**src/rtl/pl_pkg.sv**
```systemverilog
package pl_pkg;

  localparam int unsigned BYTE_W = 8;
  localparam int unsigned SC_W   = 4;

  // Write request after qualification, handed to the core port.
  typedef struct packed {
    logic           fire;
    logic [SC_W-1:0] idx;
  } pl_wr_req_t;

  function automatic int unsigned pl_bytes_per_col(input int unsigned col_w);
    return col_w / BYTE_W;
  endfunction

endpackage

```
**src/rtl/pl_shift_hold.sv**
```systemverilog
module pl_shift_hold
  import pl_pkg::*;
#(
  parameter int unsigned NATIVE_W = 64
) (
  input  logic                clk,
  input  logic                rst_n,
  input  logic                byte_vld,
  input  logic [BYTE_W-1:0]   byte_dat,
  output logic [NATIVE_W-1:0] hold_q,
  output logic                full_q
);

  localparam int unsigned BYTES = pl_bytes_per_col(NATIVE_W);
  localparam int unsigned CNT_W = $clog2(BYTES + 1);

  logic [NATIVE_W-1:0] hold_d;
  logic [CNT_W-1:0]    cnt_q;
  logic [CNT_W-1:0]    cnt_d;
  logic                hold_en;
  logic                cnt_en;

  assign full_q  = (cnt_q == CNT_W'(BYTES));
  assign hold_en = byte_vld;
  assign cnt_en  = byte_vld & ~full_q;

  always_comb begin
    hold_d = {hold_q[NATIVE_W-BYTE_W-1:0], byte_dat};
    cnt_d  = cnt_q + CNT_W'(1);
  end

  always_ff @(posedge clk or negedge rst_n) begin
    if (!rst_n) begin
      hold_q <= '0;
    end else if (hold_en) begin
      hold_q <= hold_d;
    end
  end

  always_ff @(posedge clk or negedge rst_n) begin
    if (!rst_n) begin
      cnt_q <= '0;
    end else if (cnt_en) begin
      cnt_q <= cnt_d;
    end
  end

endmodule

```
**src/rtl/pl_slice_sel.sv**
```systemverilog
module pl_slice_sel
  import pl_pkg::*;
#(
  parameter int unsigned NATIVE_W = 64,
  parameter int unsigned WSEL_W   = 2
) (
  input  logic [NATIVE_W-1:0] hold,
  input  logic [WSEL_W-1:0]   width_sel,
  input  logic [SC_W-1:0]     idx,
  output logic                hit,
  output logic [NATIVE_W-1:0] slice
);

  localparam int unsigned NUM_MODES = 1 << WSEL_W;

  logic [NUM_MODES-1:0]               mode_hit;
  logic [NUM_MODES-1:0][NATIVE_W-1:0] mode_data;

  for (genvar m = 0; m < NUM_MODES; m++) begin : g_mode
    localparam int unsigned SW  = NATIVE_W >> m;
    localparam int unsigned CNT = 1 << m;

    logic                hit_m;
    logic [NATIVE_W-1:0] data_m;

    always_comb begin
      hit_m  = 1'b0;
      data_m = '0;
      for (int k = 0; k < CNT; k++) begin
        if (idx == SC_W'(k)) begin
          hit_m  = 1'b1;
          data_m = NATIVE_W'(hold[k*SW +: SW]);
        end
      end
    end

    assign mode_hit[m]  = hit_m;
    assign mode_data[m] = data_m;
  end

  assign hit   = mode_hit[width_sel];
  assign slice = mode_data[width_sel];

endmodule

```
**src/rtl/pl_core_port.sv**
```systemverilog
module pl_core_port
  import pl_pkg::*;
#(
  parameter int unsigned NATIVE_W = 64
) (
  input  logic                clk,
  input  logic                rst_n,
  input  pl_wr_req_t          req,
  input  logic [NATIVE_W-1:0] slice,
  output logic                core_we,
  output logic [NATIVE_W-1:0] core_data
);

  logic                we_d;
  logic [NATIVE_W-1:0] data_d;
  logic                data_en;

  assign data_en = req.fire;

  always_comb begin
    we_d   = req.fire;
    data_d = slice;
  end

  always_ff @(posedge clk or negedge rst_n) begin
    if (!rst_n) begin
      core_we <= 1'b0;
    end else begin
      core_we <= we_d;
    end
  end

  always_ff @(posedge clk or negedge rst_n) begin
    if (!rst_n) begin
      core_data <= '0;
    end else if (data_en) begin
      core_data <= data_d;
    end
  end

endmodule

```
**src/rtl/pattern_loader.sv**
```systemverilog
module pattern_loader
  import pl_pkg::*;
#(
  parameter int unsigned NATIVE_W = 64,
  parameter int unsigned WSEL_W   = 2
) (
  input  logic                clk,
  input  logic                rst_n,
  input  logic                byte_vld,
  input  logic [7:0]          byte_dat,
  input  logic                wr_cmd,
  input  logic [3:0]          wr_sc,
  input  logic [WSEL_W-1:0]   width_sel,
  output logic                col_full,
  output logic                core_we,
  output logic [NATIVE_W-1:0] core_data
);

  logic [1:0]          rst_sync_q;
  logic                rst_sync_n;
  logic [NATIVE_W-1:0] hold_q;
  logic                full_q;
  logic                sel_hit;
  logic [NATIVE_W-1:0] sel_slice;
  pl_wr_req_t          wr_req;

  // Asynchronous assertion, release aligned to clk.
  always_ff @(posedge clk or negedge rst_n) begin
    if (!rst_n) begin
      rst_sync_q <= 2'b00;
    end else begin
      rst_sync_q <= {rst_sync_q[0], 1'b1};
    end
  end
  assign rst_sync_n = rst_sync_q[1];

  pl_shift_hold #(.NATIVE_W(NATIVE_W)) u_hold (
    .clk      (clk),
    .rst_n    (rst_sync_n),
    .byte_vld (byte_vld),
    .byte_dat (byte_dat),
    .hold_q   (hold_q),
    .full_q   (full_q)
  );

  pl_slice_sel #(.NATIVE_W(NATIVE_W), .WSEL_W(WSEL_W)) u_sel (
    .hold      (hold_q),
    .width_sel (width_sel),
    .idx       (wr_sc),
    .hit       (sel_hit),
    .slice     (sel_slice)
  );

  // The slice comes from the pre-shift column, so a same-edge byte is not seen.
  always_comb begin
    wr_req.fire = wr_cmd & full_q & sel_hit;
    wr_req.idx  = wr_sc;
  end

  pl_core_port #(.NATIVE_W(NATIVE_W)) u_port (
    .clk       (clk),
    .rst_n     (rst_sync_n),
    .req       (wr_req),
    .slice     (sel_slice),
    .core_we   (core_we),
    .core_data (core_data)
  );

  assign col_full = full_q;

endmodule

```
**config.mk**
```make
export PLATFORM = sky130hd
export DESIGN_NAME = pattern_loader
export DESIGN_NICKNAME = d
export VERILOG_FILES = /design/src/rtl/pl_pkg.sv /design/src/rtl/pl_shift_hold.sv /design/src/rtl/pl_slice_sel.sv /design/src/rtl/pl_core_port.sv /design/src/rtl/pattern_loader.sv
export SDC_FILE = /design/constraint.sdc
export NUM_CORES = 1
export LEC_CHECK = 0
export CELL_PAD_IN_SITES_DETAIL_PLACEMENT = 0
export CELL_PAD_IN_SITES_GLOBAL_PLACEMENT = 1
export CORE_UTILIZATION = 44
export CTS_CLUSTER_SIZE = 20
export DETAILED_ROUTE_END_ITERATION = 6
export PLACE_DENSITY = 0.92
export SLEW_MARGIN = 20
export SYNTH_ARGS = -nofsm -noshare
export SYNTH_HDL_FRONTEND = slang
export SYNTH_SLANG_ARGS = --single-unit
```
**constraint.sdc**
```tcl
create_clock -name clk -period 4.7 [get_ports clk]
set_input_delay 0.94 -clock clk [delete_from_list [all_inputs] [get_ports clk]]
set_output_delay 0.94 -clock clk [all_outputs]
set_load 0.05 [all_outputs]
```
==> metrics <==
status=completed; H-tree depth=4; Clk Latency, worst-skew pair=430 ps; post-CTS resize count=0; All-Layer GR Usage=0.246; final setup vio count=0; XOR/XNOR share of the synthesized area=0.00397; Post-Synthesis Cell Area=0.00662 mm^2; Ports=84; hold endpoint=rst_sync_q[1]; reg2reg end=u_port.core_data[4]; HPWL reported at the end of detailed placement=12200 um; Detail Route Antenna Nets=0; CP arrival=3510 ps; Mapped Nets=657; DRT Pass-1 Iters=6; fin crit share=0.674; vias in the first global route=5241; design area=0.00820 mm^2; Buffers on Ports=83; Peak VDD IR=0.263 mV; Initial Util=0.454; area leader, netlist=dfrtp_1; Vias=5475; Final Max Tran Viols=0; Post-Synthesis Cells=637; critical path startpoint category=primary input; worst min-delay path category=reg -> reg; TritonCTS clock tree=done; placed cell areas=0.00760 mm^2; Post-synth ARST share=1.00; Overflow after GRT=0; Setup CP Type=in -> reg; residual DRC count=0; worst path required time=5050 ps; Synth top cells by count=dfrtp_1 (135), nand2_1 (82), mux2_2 (64); via/cell ratio=6.08; Wirelength per Cell=20.1 um; Final nets=723; Worst setup EP type=flop; Die H=125 um; Yosys reg bits=135; clock sink count=135; setup_tns=0 ps; relative slew slack=0.353; hold buffers post-CTS=0; Setup Buffers After CTS=0; Row Count=44; min cycle time layout=3170 ps; total CTS buffers=17; Worst Max-Slew Pin Slew=968 ps; Synth top area share=0.510; Worst Reg-to-Reg Cells=10; largest family of logic cells by synthesized area=simple AND/OR/NAND/NOR gates; layout cells sized above 1=0.186; adder-cell share of the synthesized area=0.00378; synth warn=0; mux cell area share after synthesis=0.151; Hold Crit Start=rst_sync_q[0]; Layout Area Growth over Synthesis=24.0%; R2R Path Start=u_hold.cnt_q[0]; Hold Violations, Final=0; Leakage=3.52 nW; RSZ-0062 raised after global routing=false; power per cell area=508 mW/mm^2; post-synthesis cell type count=54; Mean Syn Cell Area=10.4 um^2; Synth area leaders=dfrtp_1 (51%), mux2_2 (11%), nand2_1 (4.7%); global-route wire length before repair=29300 um; Post-synth EDFFs=0; count leader, synth=dfrtp_1; pin count of the biggest net entering global routing=60; drt first-iter violations=686; initial antenna violation count=0; clock transition at the registers of the reported paths=60 ps; antenna diode count=0; clk root buf=clkbuf_16; WL final=18100 um; Hold Path Depth=0; CP max FO=19; sequential share of the synthesized area=0.510; clock buffer depth=2; worst reg2reg setup slack=2080 ps; MaxCap Viol Count=0; GPL Wtd Cong=0.896; compound-gate portion of the synthesized area=0.131; hold_ws=353 ps; Max Fclk=316 MHz; Max Clock Skew=10.4 ps; Top FF cell, synth=dfrtp_1; CORE AREA=0.0146 mm^2; Die Area=0.0155 mm^2; Chip Width=125 um; fraction of the mapped netlist area in simple logic gates=0.162
## cells in the final DEF, fill, tap and decap left out, types with 8 or more instances in the layout
cell | Yosys | layout
a21oi_1 | 22 | 22
a221oi_1 | 18 | 18
a222oi_1 | 8 | 8
buf_4 | 1 | 15
clkbuf_16 | 0 | 17
clkdlybuf4s50_1 | 0 | 80
dfrtp_1 | 135 | 134
inv_1 | 9 | 9
mux2_2 | 64 | 64
mux2i_1 | 10 | 10
mux4_2 | 8 | 8
nand2_1 | 82 | 82
nand2b_1 | 13 | 13
nand3_1 | 35 | 35
nor2_1 | 52 | 52
o21ai_0 | 31 | 31
o22ai_1 | 11 | 11
## power by group
| part | total [mW] | leakage, nW | internal [mW] | switching [mW] |
|---|---|---|---|---|
| Combinational | 1.03 | 1.51 | 0.442 | 0.585 |
| Sequential | 1.79 | 1.72 | 1.41 | 0.374 |
| Clock | 1.36 | 0.284 | 0.836 | 0.520 |
| Total | 4.17 | 3.52 | 2.69 | 1.48 |
## through the flow
stage	setup WS (ps)	utilization	power, mW	instances
2_1_floorplan	660	-	2.39	637
5_1_grt	1430	0.562	4.34	900
3_3_place_gp	1210	0.521	2.78	868
4_1_cts	1550	0.562	4.18	900
6_report	1530	0.562	4.17	900
3_5_place_dp	1120	0.521	2.82	868
## registers in the layout, summed over array words and instances (netlist names)
signal / cells
u_hold.hold_q: 64
u_port.core_data: 64
u_hold.cnt_q: 4
rst_sync_q: 2
u_port.core_we: 1
## routing by layer
layer	vias up	GRT usage	wire length (um)
met4	0	0.102	409
met2	300	0.344	8070
met5	-	0	0
li1	2449	-	-
met1	2692	0.362	8210
met3	34	0.0588	1450
## how the worst max path moves through the flow
stage	end	from	depth (start not counted)	slack (ps)
floorplan	u_hold.cnt_q[0]	rst_sync_q[1]	0	660
CTS	u_port.core_data[4]	width_sel[1]	9	1550
global route	u_port.core_data[4]	width_sel[1]	9	1430
global placement	u_port.core_data[5]	width_sel[1]	9	1210
finish	u_port.core_data[4]	width_sel[1]	9	1530
detailed placement	u_port.core_data[4]	width_sel[1]	9	1120
## logic make-up (layout without fill, tap and decap cells)
| logic type | Yosys count | in the layout |
|---|---|---|
| flops | 135 | 135 |
| simple gates | 226 | 226 |
| fa+ha+maj | 2 | 2 |
| buf+inv | 62 | 141 |
| other cells | 1 | 1 |
| compound gates | 126 | 126 |
| xor+xnor | 3 | 3 |
| mux | 82 | 82 |
## layout make-up
class	count	area, um^2
Clock inverter	14	170
Timing Repair Buffer	99	948
Clock buffer	18	429
Sequential cell	135	3380
Multi-Input combinational cell	440	3010
Fill cell	1227	6380
Tap cell	184	230
Inverter	10	37.5
## critical path, cell delays in order
cell             delay [ps]
clkdlybuf4s50_1         450
buf_4                   220
nand2b_1                210
a21oi_1                  80
or4b_2                  720
inv_2                   330
buf_4                   320
nor2_1                   70
a31oi_1                 160
No activity file was read; power rests on OpenSTA's default activity.
